$ cat config.mk
export PLATFORM = sky130hd
export DESIGN_NAME = bkr_fail_timing
export DESIGN_NICKNAME = d
export VERILOG_FILES = /design/src/rtl/bfp_pkg.sv /design/src/rtl/bf_cmp.sv /design/src/rtl/bf_qualify.sv /design/src/rtl/bf_delay.sv /design/src/rtl/bkr_fail_timing.sv
export SDC_FILE = /design/constraint.sdc
export NUM_CORES = 1
export LEC_CHECK = 0
export BUFFER_PORTS_ARGS = -buffer_cell sky130_fd_sc_hd__buf_2
export CORE_ASPECT_RATIO = 1.4
export CORE_MARGIN = 8
export CORE_UTILIZATION = 32
export CTS_BUF_LIST = sky130_fd_sc_hd__clkbuf_4 sky130_fd_sc_hd__clkbuf_8
export CTS_CLUSTER_DIAMETER = 100
export DETAILED_ROUTE_END_ITERATION = 6
export PLACE_DENSITY = 0.59
export REMOVE_ABC_BUFFERS = 1
export SLEW_MARGIN = 10
export SYNTH_ARGS = -nofsm -noshare
export SYNTH_HDL_FRONTEND = slang
export SYNTH_SLANG_ARGS = --single-unit
$ cat constraint.sdc
create_clock -name clk -period 8.1 [get_ports clk]
set_clock_uncertainty 0.05 [all_clocks]
set_input_delay 0.81 -clock clk [delete_from_list [all_inputs] [get_ports clk]]
set_output_delay 0.81 -clock clk [all_outputs]
set_load 0.01 [all_outputs]
$ cat src/rtl/bfp_pkg.sv
package bfp_pkg;
  localparam int unsigned PH_N     = 3;
  localparam int unsigned CUR_W_D  = 16;
  localparam int unsigned DLY_W_D  = 14;
  localparam int unsigned CMP_N    = PH_N + 2;
  localparam int unsigned IDX_ZS   = PH_N;
  localparam int unsigned IDX_NS   = PH_N + 1;
  localparam int unsigned RT_N     = PH_N + 1;

  function automatic logic exceeds(input logic [31:0] mag, input logic [31:0] thr);
    return mag > thr;
  endfunction
endpackage

$ cat src/rtl/bf_cmp.sv
module bf_cmp #(
  parameter int unsigned W = 16
) (
  input  logic [W-1:0] mag,
  input  logic [W-1:0] thr,
  output logic         over
);
  assign over = bfp_pkg::exceeds(32'(mag), 32'(thr));
endmodule

$ cat src/rtl/bf_qualify.sv
module bf_qualify
  import bfp_pkg::*;
(
  input  logic [PH_N-1:0] init_ph,
  input  logic            init_line3p,
  input  logic            init_gt3p,
  input  logic            init_nocur,
  input  logic            cb_aux_closed,
  input  logic [PH_N-1:0] ph_over,
  input  logic            zs_over,
  input  logic            ns_over,
  input  logic            en_zs_1p,
  input  logic            en_zs_3p,
  input  logic            en_ns_3p,
  input  logic            en_aux_chk,
  output logic [PH_N-1:0] rt_ph_req,
  output logic            rt_3p_req,
  output logic            bf_req
);
  logic            any_ph;
  logic [PH_N-1:0] single_q;
  logic            line_q, gt_q, nocur_q;

  assign any_ph    = |ph_over;
  assign rt_ph_req = init_ph & ph_over;
  assign rt_3p_req = (init_line3p | init_gt3p) & any_ph;

  // single-phase path: own phase current, optionally zero-sequence
  assign single_q = init_ph & (ph_over | {PH_N{en_zs_1p & zs_over}});
  assign line_q   = init_line3p & any_ph;
  assign gt_q     = init_gt3p & (any_ph | (en_zs_3p & zs_over) | (en_ns_3p & ns_over));
  assign nocur_q  = init_nocur & (any_ph | (en_aux_chk & cb_aux_closed));

  assign bf_req = (|single_q) | line_q | gt_q | nocur_q;
endmodule

$ cat src/rtl/bf_delay.sv
module bf_delay #(
  parameter int unsigned DW = 14
) (
  input  logic          clk,
  input  logic          rst_n,
  input  logic          tick,
  input  logic          cond,
  input  logic [DW-1:0] limit,
  output logic          fire
);
  logic [DW-1:0] cnt;

  always_ff @(posedge clk or negedge rst_n) begin
    if (!rst_n)                    cnt <= '0;
    else if (!cond)                cnt <= '0;
    else if (tick && cnt < limit)  cnt <= cnt + 1'b1;
  end

  assign fire = cond && (cnt >= limit);
endmodule

$ cat src/rtl/bkr_fail_timing.sv
module bkr_fail_timing
  import bfp_pkg::*;
#(
  parameter int unsigned CUR_W = CUR_W_D,
  parameter int unsigned DLY_W = DLY_W_D
) (
  input  logic             clk,
  input  logic             rst_n,
  input  logic             tick_ms,
  input  logic             en_in,
  input  logic             en_set,
  input  logic             block_in,
  input  logic [2:0]       init_ph,
  input  logic             init_line3p,
  input  logic             init_gt3p,
  input  logic             init_nocur,
  input  logic             cb_aux_closed,
  input  logic [CUR_W-1:0] i_ph_a,
  input  logic [CUR_W-1:0] i_ph_b,
  input  logic [CUR_W-1:0] i_ph_c,
  input  logic [CUR_W-1:0] i_zs,
  input  logic [CUR_W-1:0] i_ns,
  input  logic [CUR_W-1:0] set_i_ph,
  input  logic [CUR_W-1:0] set_i_zs,
  input  logic [CUR_W-1:0] set_i_ns,
  input  logic             en_retrip,
  input  logic             en_zs_1p,
  input  logic             en_zs_3p,
  input  logic             en_ns_3p,
  input  logic             en_aux_chk,
  input  logic [DLY_W-1:0] d_retrip,
  input  logic [DLY_W-1:0] d_stage1,
  input  logic [DLY_W-1:0] d_stage2,
  output logic             func_on,
  output logic [2:0]       retrip_ph,
  output logic             retrip_3p,
  output logic             trip_stage1,
  output logic             trip_stage2
);
  logic [CUR_W-1:0] mag [CMP_N];
  logic [CUR_W-1:0] thr [CMP_N];
  logic [CMP_N-1:0] over;

  assign mag[0] = i_ph_a;  assign thr[0] = set_i_ph;
  assign mag[1] = i_ph_b;  assign thr[1] = set_i_ph;
  assign mag[2] = i_ph_c;  assign thr[2] = set_i_ph;
  assign mag[IDX_ZS] = i_zs;  assign thr[IDX_ZS] = set_i_zs;
  assign mag[IDX_NS] = i_ns;  assign thr[IDX_NS] = set_i_ns;

  for (genvar g = 0; g < CMP_N; g++) begin : g_cmp
    bf_cmp #(.W(CUR_W)) u_cmp (.mag(mag[g]), .thr(thr[g]), .over(over[g]));
  end

  logic [PH_N-1:0] rt_ph_req;
  logic            rt_3p_req, bf_req;

  bf_qualify u_qual (
    .init_ph(init_ph), .init_line3p(init_line3p), .init_gt3p(init_gt3p),
    .init_nocur(init_nocur), .cb_aux_closed(cb_aux_closed),
    .ph_over(over[PH_N-1:0]), .zs_over(over[IDX_ZS]), .ns_over(over[IDX_NS]),
    .en_zs_1p(en_zs_1p), .en_zs_3p(en_zs_3p), .en_ns_3p(en_ns_3p),
    .en_aux_chk(en_aux_chk),
    .rt_ph_req(rt_ph_req), .rt_3p_req(rt_3p_req), .bf_req(bf_req)
  );

  // named internal events, observed by the checker
  logic            active;
  logic [RT_N-1:0] rt_arm;
  logic            bf_arm;
  logic [RT_N-1:0] rt_fire;

  assign func_on = en_in & en_set;
  assign active  = func_on & ~block_in;
  assign rt_arm  = {rt_3p_req, rt_ph_req} & {RT_N{active & en_retrip}};
  assign bf_arm  = bf_req & active;

  for (genvar r = 0; r < RT_N; r++) begin : g_rt
    bf_delay #(.DW(DLY_W)) u_rt (
      .clk(clk), .rst_n(rst_n), .tick(tick_ms), .cond(rt_arm[r]),
      .limit(d_retrip), .fire(rt_fire[r])
    );
  end

  bf_delay #(.DW(DLY_W)) u_st1 (
    .clk(clk), .rst_n(rst_n), .tick(tick_ms), .cond(bf_arm),
    .limit(d_stage1), .fire(trip_stage1)
  );
  bf_delay #(.DW(DLY_W)) u_st2 (
    .clk(clk), .rst_n(rst_n), .tick(tick_ms), .cond(bf_arm),
    .limit(d_stage2), .fire(trip_stage2)
  );

  assign retrip_ph = rt_fire[PH_N-1:0];
  assign retrip_3p = rt_fire[PH_N];
endmodule

Word-level counts from Yosys, hierarchy flattened
Cells that the tools add are included.
Storage, ports and cells
  register bits: 84
  input bits: 188
  output and inout bits: 7
  logic and storage cells: 85
Cells by class
  $add $sub $neg: 6
  magnitude comparators: 17
  eq/ne operators: 6
  mux-type cells: 12
  bitwise gates (word level): 24
  reduce and logical (&&, ||, !) cells: 14
Operator list (number)
  14-bit two-way mux: 12
  14-bit by 1-bit adder with 14-bit output, second input constant: 6
  14-bit greater-or-equal comparator: 6
  14-bit < comparator: 6
  16-bit greater-than comparator: 5
  1-bit AND: 12
  1-bit logical AND: 12
  2-bit by 1-bit inequality test with 1-bit output, second input constant: 5
  1-bit OR: 7
  3-bit AND: 2
  3-bit OR reduction: 2
  4-bit AND: 1
  3-bit OR: 1
  2-bit inequality test, second input constant: 1
  1-bit inverter: 1

Logic depth before layout (Yosys ltp)
Gate-level depths: netlist of run 1.
  word-level depth: 10
  depth in mapped cells: 11
  depth with buffers taken out: 9

By module
From an unflattened synthesis of run 1, not the netlist that was laid out.
Second synthesis, totals
  cell total of the unflattened synthesis: 1156
  area total of the unflattened synthesis: 9357.7 sq um
Modules (own cells, without submodules)
  bf_delay: instances 6, cells each 143, area each 1197.4 sq um, sequential area each 350.3 sq um
  bf_cmp: instances 5, cells each 56, area each 406.6 sq um, sequential area each 0.0 sq um
  bf_qualify: instances 1, cells each 11, area each 88.8 sq um, sequential area each 0.0 sq um
  bkr_fail_timing: instances 1, cells each 7, area each 51.3 sq um, sequential area each 0.0 sq um

Worst setup path after synthesis of run 1
OpenSTA, ideal clock, no wires.
  path kind: input to output
  from: in set_i_ph[1]
  to: out retrip_3p
  arrival time: 2.977 ns
  data required time: 7.240 ns
  path slack: 4.263 ns
  stages: 11
  buffers on the path: 2
  cells stage by stage: inv_1 ha_1 nor2b_1 o211ai_1 a2111o_1 a31oi_2 a211oi_1 or3b_2 clkbuf_1 buf_2 nor2_1
On the way
  word-level cells in the longest chain between the ends: 5
  elaborated cells on any way between the ends: 7
  classes of those cells: order compare (3); bitwise (2); reduce/logical (2)
RTL lines
  from (decl): RTL line bkr_fail_timing.sv:23  | input logic [CUR_W-1:0] set_i_ph,
  16-bit greater-than comparator: RTL line bfp_pkg.sv:11  | return mag > thr;
  3-bit OR reduction *: RTL line bf_qualify.sv:24  | assign any_ph = |ph_over;
  1-bit AND *: RTL line bf_qualify.sv:26  | assign rt_3p_req = (init_line3p | init_gt3p) & any_ph;
  4-bit AND *: RTL line bkr_fail_timing.sv:74  | assign rt_arm = {rt_3p_req, rt_ph_req} & {RT_N{active & en_retrip}};
  1-bit logical AND *: RTL line bf_delay.sv:19  | assign fire = cond && (cnt >= limit);
  to (decl): RTL line bkr_fail_timing.sv:36  | output logic retrip_3p,
Mark *: on every way between the ends. The rest lies on a longest branch, timed or not.

Worst setup path after layout of run 1
  from: in set_i_ns[14]
  to: out trip_stage1
On the way
  word-level cells in the longest chain between the ends: 8
RTL lines
  from (decl): RTL line bkr_fail_timing.sv:25  | input logic [CUR_W-1:0] set_i_ns,
  16-bit greater-than comparator: RTL line bfp_pkg.sv:11
  1-bit AND: RTL line bf_qualify.sv:31  | assign gt_q = init_gt3p & (any_ph | (en_zs_3p & zs_over) | (en_ns_3p & ns_over));
  1-bit OR: RTL line bf_qualify.sv:31
  1-bit AND: RTL line bf_qualify.sv:31
  1-bit OR (2 in a row): RTL line bf_qualify.sv:34  | assign bf_req = (|single_q) | line_q | gt_q | nocur_q;
  1-bit AND: RTL line bkr_fail_timing.sv:75  | assign bf_arm = bf_req & active;
  1-bit logical AND: RTL line bf_delay.sv:19
  to (decl): RTL line bkr_fail_timing.sv:37  | output logic trip_stage1,
Every way passes these cells.

==> results.toml, run 1 <==
[logic_synthesis]
yosysWarnings = 0
syn_inst = 1006
synthArstFlopShare_pct = 100
synth_ff_type = "dfrtp_1"
synth_edf_count = 0
synth_area_um2 = 8500
seq_area_frac_synth_pct = 24.7
synth.distinct_cells = 56
synth_seq_cells = 84
syn_area_per_cell_um2 = 8.45

[placement]
gp_congestion = 0.843
dp.cells = 1504
hpwl_mm = 20.1
io_buffers = 194

[die]
fp.coreArea_um2 = 26100
initial_utilization_pct = 32.6
die_h_um = 209
num_rows = 70
num_io_pins = 195
die_w_um = 154
die_area_um2 = 32100

[pwr]
leakagePower_nw = 5.09
peakVddDrop_mv = 0.0601
internal-power_mw = 0.704
power.switching_mw = 0.293
combPwrFrac_pct = 22.6
switching_share_pct = 29.4
pwr-share-seq_pct = 42.1
pwr-share-clk_pct = 35.3
power_density_nw_per_um2 = 99.2

[timing]
drv_slew = 0
period_share_pct = 52.7
tightest_slew_ps = 1120
relSlewSlack_pct = 24.8
fmax_mhz = 234
fin_setup_tns_ps = 0
finalSetupViolCount = 0
hold_viol_final = 0
rsz0062_at_grt = "false"
layout_min_cycle_time_ps = 4270

[setup_path]
crit_required_ps = 7240
rrSetupSlack_ps = 5020
r2r_cells = 9
r2r-start = "g_rt[0].u_rt.cnt[3]"
rr_endpoint = "g_rt[0].u_rt.cnt[13]"
worst_setup_path_end_kind = "primary output"
crit_type = "in -> out"
crit_path_max_fanout = 30
worstPathArrival_ps = 3410
cp-start-kind = "input port"

[run_status]
outcome = "completed"

[clocking]
root_buffer = "clkbuf_8"
cts_made_buffers = 9
htree_levels = 3
cts_num_sinks = 84
clock_latency_ps = 370
cts_resized = 0
hold_buffers = 0
clk_pin_slew_ps = 90
cts_tree = "done"
max-clock-path-buffers = 2
post-cts-setup-buffers = 0

[drt]
vias_per_cell = 5.17
postRouteWirelength_mm = 24.4
post_drt_wl_per_cell_um = 16.0
drt-initial-drc-count = 319
drcViolationCount = 0
firstDrtPassIters = 4
route.vias.total = 7853
ant_nets = 0

[global_route]
track_usage_pct = 15.2
grt_antenna_before_repair = 0
grt_max_degree = 77
grt_remaining_overflow = 0
grt_pass1_wl_mm = 40.2
grt_pass1_vias = 8229

[final_layout]
area_growth_syn_to_layout_pct = 18.2
diodes = 0
final_nets = 1549
final_layout_size_suffix_gt1_share_pct = 19.1
finalNonFillerCells = 1520

[worst_hold_path]
hold_class = "in -> async"

[job]
maxCapViolCount = 0
-- power groups by stage --
stage / Sequential [mW] / Clock [mW] / Combinational (mW)
after detailed placement: 0.428 / 0 / 0.226
after global routing: 0.420 / 0.379 / 0.259
after global placement: 0.428 / 0 / 0.223
after CTS: 0.420 / 0.365 / 0.228
after floorplan: 0.428 / 0 / 0.120
final: 0.420 / 0.352 / 0.225
-- worst max-delay path by stage --
stage	depth (start not counted)	endpoint	from	slack, ps
after floorplan	9	trip_stage1	set_i_ns[14]	3660
after global placement	12	trip_stage1	set_i_ns[14]	3820
after detailed placement	12	trip_stage1	set_i_ns[14]	3780
after CTS	12	trip_stage1	set_i_ns[14]	3780
after global routing	12	trip_stage1	set_i_ns[14]	3610
final	12	trip_stage1	set_i_ns[14]	3830
-- per-layer routing --
layer / vias to the layer above / wire (um) / part of all wire [%] / track usage, %
li1: 4036 / - / - / -
met1: 3566 / 10800 / 44 / 18.1
met2: 231 / 11600 / 48 / 26.7
met3: 20 / 1680 / 6.9 / 4.01
met4: 0 / 319 / 1.3 / 3.76
met5: - / 0 / 0 / 0
-- cells in the mapped netlist (all sizes together), types with 13 or more instances --
master | number | area [um^2]
a21oi | 82 | 410
a21o | 30 | 225
clkbuf | 16 | 60.1
ha | 170 | 2130
nand3 | 33 | 165
nor3 | 34 | 170
and3 | 13 | 81.3
nor4 | 14 | 87.6
nand4 | 41 | 257
o21ai | 27 | 135
a211oi | 33 | 258
xnor2 | 51 | 447
nor2 | 67 | 251
nand2 | 59 | 221
dfrtp | 84 | 2100
inv | 115 | 432
-- sequential cells by signal (all words and copies together) (netlist names) --
name,flops
u_st1.cnt,14
g_rt.u_rt.cnt,56
u_st2.cnt,14
-- kinds of logic (layout without fill, tap and decap cells) --
logic type	after synthesis	count (layout)	share of synthesized area [%]
flip-flops	84	84	24.7
adder cells (fa/ha/maj)	170	170	25.0
AND/OR/NAND/NOR	324	324	19.8
AO/OA/AOI/OAI	222	222	17.1
XOR/XNOR	57	57	5.87
buffers and inverters	141	331	6.50
multiplexers	8	8	0.957
-- worst max-delay path: stages --
cell      delay, ps
buf_2            70
inv_1            30
ha_1            300
nand4_1         160
or4_1           540
nand3_1          90
a31oi_1          70
a2111o_1        450
a211oi_4        210
buf_4           360
a211oi_1        130
buf_2           180
-- cell usage in the layout, fill, tap and decap left out, drive strengths merged, types with 7 or more instances in the layout --
master / instances
nor4: 14
and3: 13
a21oi: 82
ha: 170
nand2: 59
nand3: 33
mux2i: 7
or3: 10
a211oi: 33
a21o: 30
nand2b: 10
nor2b: 9
nand4: 41
xnor2: 51
inv: 115
clkbuf: 11
o21ai: 27
and4: 10
or4: 12
o31ai: 10
nor2: 67
buf: 200
o211ai: 12
dfrtp: 84
nor3: 34
-- layout make-up --
| type | count | area, um^2 |
|---|---|---|
| clock inverters | 5 | 83.8 |
| inverters | 115 | 432 |
| fillers | 2671 | 16100 |
| well taps | 324 | 405 |
| repair buffers | 200 | 1020 |
| multi-input cells | 781 | 5850 |
| flip-flops and latches | 84 | 2100 |
| clock buffers | 11 | 151 |
-- metrics by stage --
stage / total power, mW / utilization, % / hold slack (ps) / area, um^2 / setup slack, ps
final: 0.997 / 38.5 / 196 / 10000 / 3830
after detailed placement: 0.655 / 37.6 / 502 / 9810 / 3780
after CTS: 1.01 / 38.5 / 173 / 10000 / 3780
after global placement: 0.652 / 37.6 / 490 / 9810 / 3820
after global routing: 1.06 / 38.5 / 176 / 10000 / 3610
after floorplan: 0.548 / - / 464 / 8380 / 3660
(Power assumes the default switching activity.)
==> run 2: changes to the inputs <==
==> constraint.sdc (replaced) <==
create_clock -name clk -period 4.4 [get_ports clk]
set_clock_uncertainty 0.05 [all_clocks]
set_input_delay 0.44 -clock clk [delete_from_list [all_inputs] [get_ports clk]]
set_output_delay 0.44 -clock clk [all_outputs]
set_load 0.01 [all_outputs]
==> results.toml, run 2 (same netlist as run 1, synthesis figures left out) <==
[global_route]
grt_max_degree = 51
track_usage_pct = 15.5
grt_pass1_vias = 8268
grt_pass1_wl_mm = 41.0
grt_remaining_overflow = 0
grt_antenna_before_repair = 0

[timing]
period_share_pct = 77.4
hold_viol_final = 0
relSlewSlack_pct = 25.6
fin_setup_tns_ps = 0
layout_min_cycle_time_ps = 3410
fmax_mhz = 294
finalSetupViolCount = 0
rsz0062_at_grt = "false"
tightest_slew_ps = 1100
whs_ps = 38.7
drv_slew = 0

[final_layout]
final.fill_count = 2696
reg_top3 = "g_rt.u_rt.cnt (56), u_st1.cnt (14), u_st2.cnt (14)"
diodes = 0
final_layout_size_suffix_gt1_share_pct = 19.3
area_growth_syn_to_layout_pct = 17.9
layout_commonest_cell = "buf_2"
largest_register_ff_count = 56
regMostFlops = "g_rt.u_rt.cnt"
final_cell_mix = "buf_2 (193), ha_1 (170), inv_1 (115)"
multi_input_area_um2 = 5850
finalNonFillerCells = 1523
regArea_um2 = 2100
final_nets = 1552

[drt]
postRouteWirelength_mm = 24.8
post_drt_wl_per_cell_um = 16.3
drt-initial-drc-count = 339
ant_nets = 0
route.vias.total = 7894
drcViolationCount = 0
vias_per_cell = 5.18
firstDrtPassIters = 4

[setup_path]
path_depth = 11
crit_type = "in -> out"
cpMaxStageDelayCell = "or4_1"
crit_required_ps = 3910
slowest_delay_ps = 540
r2r-start = "g_rt[0].u_rt.cnt[3]"
path_cells = "buf_2, inv_1, ha_1, nand4_1, or4_1, nand3_1, a31oi_1, a2111o_1, a211oi_4, a211oi_1, buf_2"
crit_path_max_fanout = 4
worst_setup_path_end_kind = "primary output"
crit_start = "set_i_ns[14]"
r2r_cells = 8
cpMostUsedCell = "buf_2"
cp-start-kind = "input port"
worstPathArrival_ps = 2920
critical-path-top-delay-family = "compound AO/OA/AOI/OAI gates"
crit_buf_inv = 3

[pwr]
switching_share_pct = 31.1
power.switching_mw = 0.541
leakagePower_nw = 5.08
internal-power_mw = 1.20
peakVddDrop_mv = 0.104
finalPower_mw = 1.74
pwr-share-seq_pct = 44.5
power_density_nw_per_um2 = 173
combPwrFrac_pct = 24.2
pwr-share-clk_pct = 31.3

[clocking]
max-clock-path-buffers = 2
htree_levels = 3
cts_made_buffers = 9
clk_pin_slew_ps = 90
root_buffer = "clkbuf_8"
hold_buffers = 0
cts_resized = 0
cts_tree = "done"
post-cts-setup-buffers = 0
cts_num_sinks = 84
clock_latency_ps = 370

[worst_hold_path]
hold_class = "in -> async"

[die]
die_w_um = 154
num_rows = 70
initial_utilization_pct = 32.6
die_h_um = 209
num_io_pins = 195
fp.coreArea_um2 = 26100
die_area_um2 = 32100

[placement]
gp_congestion = 0.844
dp.cells = 1507
hpwl_mm = 20.5
io_buffers = 194

[run_status]
outcome = "completed"

[job]
maxCapViolCount = 0
run 2: final cells by class:
| class | count | area share, % |
|---|---|---|
| clock buffer | 13 | 1.66 |
| clock inverter | 3 | 0.212 |
| inverter | 115 | 4.31 |
| multi-input combinational | 781 | 58.4 |
| sequential | 84 | 21.0 |
| tap | 324 | 4.04 |
| timing repair buffer | 203 | 10.4 |
run 2: routing by layer:
layer / vias up / routed length (um) / GRT usage (%)
met4: 0 / 312 / 4.30
met1: 3631 / 10800 / 18.3
met3: 20 / 1610 / 3.72
met2: 204 / 12000 / 27.5
li1: 4039 / - / -
met5: - / 0 / 0
run 2: per-stage QoR:
stage          utilization [%]  worst slack (ps)  cell area, um^2
6_report                  38.4               994            10000
5_1_grt                   38.4               816            10000
4_1_cts                   38.4               951            10000
3_5_place_dp              37.7               960             9830
3_3_place_gp              37.7               974             9830
2_1_floorplan                -               696             8380
run 2: worst reg2reg max path, delay by kind of cell, from the launching register on:
kind	cells	cell delay, ps
AO/OA/AOI/OAI	5	1200
adder cells (fa/ha/maj)	1	310
flip-flops	1	440
AND/OR/NAND/NOR	2	950
run 2: path summary, 6_finish.rpt:
path	endpoint	slack, ps
min in group clk	u_st2.cnt[2]	410
worst max register to register	g_rt[0].u_rt.cnt[11]	1390
worst max-delay path	trip_stage1	990
worst min register to register	g_rt[3].u_rt.cnt[13]	520
worst min-delay path	u_st1.cnt[0]	40
max in group asynchronous	u_st1.cnt[12]	3290
run 2: power by group through the flow:
stage	logic [mW]	registers (mW)	clock network [mW]
6_report	0.420	0.773	0.544
5_1_grt	0.482	0.773	0.592
3_5_place_dp	0.424	0.789	0
2_1_floorplan	0.220	0.789	0
4_1_cts	0.427	0.773	0.563
3_3_place_gp	0.417	0.789	0
==> run 3: changes to the inputs <==
--- a/config.mk
+++ b/config.mk
@@ -12,7 +12,7 @@
 export CTS_BUF_LIST = sky130_fd_sc_hd__clkbuf_4 sky130_fd_sc_hd__clkbuf_8
 export CTS_CLUSTER_DIAMETER = 100
 export DETAILED_ROUTE_END_ITERATION = 6
-export PLACE_DENSITY = 0.59
+export PLACE_DENSITY = 0.61
 export REMOVE_ABC_BUFFERS = 1
 export SLEW_MARGIN = 10
 export SYNTH_ARGS = -nofsm -noshare
==> constraint.sdc (replaced) <==
create_clock -name clk -period 3.01 [get_ports clk]
set_clock_uncertainty 0.05 [all_clocks]
set_input_delay 0.301 -clock clk [delete_from_list [all_inputs] [get_ports clk]]
set_output_delay 0.301 -clock clk [all_outputs]
set_load 0.01 [all_outputs]
==> results.toml, run 3 (same netlist as run 1, synthesis figures left out) <==
[clocking]
cts_tree = "done"
htree_levels = 3
max-clock-path-buffers = 2
root_buffer = "clkbuf_8"
cts_num_sinks = 84
cts_made_buffers = 9
clk_pin_slew_ps = 90
clock_latency_ps = 370

[timing]
period_share_pct = 97.5
fmax_mhz = 341
final.setup.worst_slack_ps = 74.5
finalSetupViolCount = 0
tightest_slew_ps = 635
relSlewSlack_pct = 57.7
drv_slew = 0
hold_viol_final = 0
whs_ps = 322
layout_min_cycle_time_ps = 2940

[final_layout]
final_layout_size_suffix_gt1_share_pct = 23.0
layout_commonest_cell = "buf_2"
multi_input_area_um2 = 6050
largest_register_ff_count = 56
final_cell_mix = "buf_2 (192), ha_1 (162), inv_1 (112)"
area_growth_syn_to_layout_pct = 23.2
reg_top3 = "g_rt.u_rt.cnt (56), u_st1.cnt (14), u_st2.cnt (14)"
regArea_um2 = 2100
final.fill_count = 2664
regMostFlops = "g_rt.u_rt.cnt"
final_nets = 1579
finalNonFillerCells = 1551

[global_route]
grt_max_degree = 46
track_usage_pct = 15.5
grt_remaining_overflow = 0
grt_pass1_vias = 8342
grt_pass1_wl_mm = 40.7
grt_antenna_before_repair = 1

[die]
die_area_um2 = 32100
num_io_pins = 195
fp.coreArea_um2 = 26100
die_h_um = 209
die_w_um = 154
initial_utilization_pct = 32.6
num_rows = 70

[setup_path]
worst_setup_path_end_kind = "primary output"
crit_type = "in -> out"
r2r-start = "g_rt[2].u_rt.cnt[3]"
worstPathArrival_ps = 2580
cp-start-kind = "input port"
crit_path_max_fanout = 4
rrSetupSlack_ps = 280
crit_start = "set_i_ns[9]"
crit_required_ps = 2660

[placement]
dp.cells = 1528
io_buffers = 194
hpwl_mm = 21.0
gp_congestion = 0.820
pre_cts_ws_ps = -36.0

[pwr]
peakVddDrop_mv = 0.148
power_density_nw_per_um2 = 255
leakagePower_nw = 5.25
finalPower_mw = 2.67

[drt]
ant_nets = 0
post_drt_wl_per_cell_um = 16.4
vias_per_cell = 5.25
drcViolationCount = 0
postRouteWirelength_mm = 25.5
firstDrtPassIters = 5
route.vias.total = 8143
drt-initial-drc-count = 378

[job]
maxCapViolCount = 0

[run_status]
outcome = "completed"

[worst_hold_path]
hold_class = "in -> reg"
min_from = "block_in"
## run 3: cell type report
cell class                      instances  share of cell area [%]
Sequential cell                        84                    20.1
Clock buffer                           10                    1.31
Tap cell                              324                    3.87
Inverter                              115                    4.12
Timing Repair Buffer                  230                    12.2
Clock inverter                          6                   0.609
Multi-Input combinational cell        781                    57.8
Antenna cell                            1                  0.0239
## run 3: per-layer routing
layer | global-route usage [%] | wire (um) | up-vias
met1 | 18.3 | 11000 | 3742
li1 | - | - | 4107
met3 | 3.94 | 1680 | 31
met2 | 27.0 | 12200 | 263
met4 | 4.71 | 552 | 0
met5 | 0 | 0 | -
## run 3: where the power goes
group	internal, mW	switching [mW]
Sequential	1.13	0.00141
Clock	0.405	0.441
Combinational	0.304	0.387
## run 3: final timing paths
| path | cells after the start | to |
|---|---|---|
| worst min register to register | 2 | g_rt[2].u_rt.cnt[13] |
| min in group asynchronous | 2 | u_st1.cnt[1] |
| worst min-delay path | 5 | u_st1.cnt[4] |
| worst max-delay path | 12 | trip_stage1 |
| worst max register to register | 8 | g_rt[2].u_rt.cnt[13] |
| max in group asynchronous | 3 | u_st2.cnt[5] |
## run 3: repair_timing
| action | 4_1_cts | 5_1_grt |
|---|---|---|
| resized for setup | 0 | 31 |
| hold buffers | 1 | 0 |
| setup buffers | 0 | 5 |
| endpoints found under the setup margin | 2 | 6 |
| pin swaps | 2 | 16 |
| endpoints found under the hold margin | 44 | 0 |
## run 3: per-stage QoR
| step | instance area, um^2 | utilization, % | setup TNS [ps] |
|---|---|---|---|
| after floorplan | 8380 | - | -5610 |
| after global placement | 10000 | 38.4 | -8.08 |
| after detailed placement | 10000 | 38.4 | -39.0 |
| after CTS | 10200 | 39.2 | 0 |
| after global routing | 10500 | 40.1 | -20.3 |
| final | 10500 | 40.1 | 0 |
## run 3: critical path, stage by stage
cell and delay, ps:
buf_2 80, inv_1 50, ha_4 270, nand4_1 130, or4_4 550, nand3_4 80
a31oi_4 40, a2111o_1 440, a211oi_4 260, buf_12 150, a211oi_2 60, buf_2 170
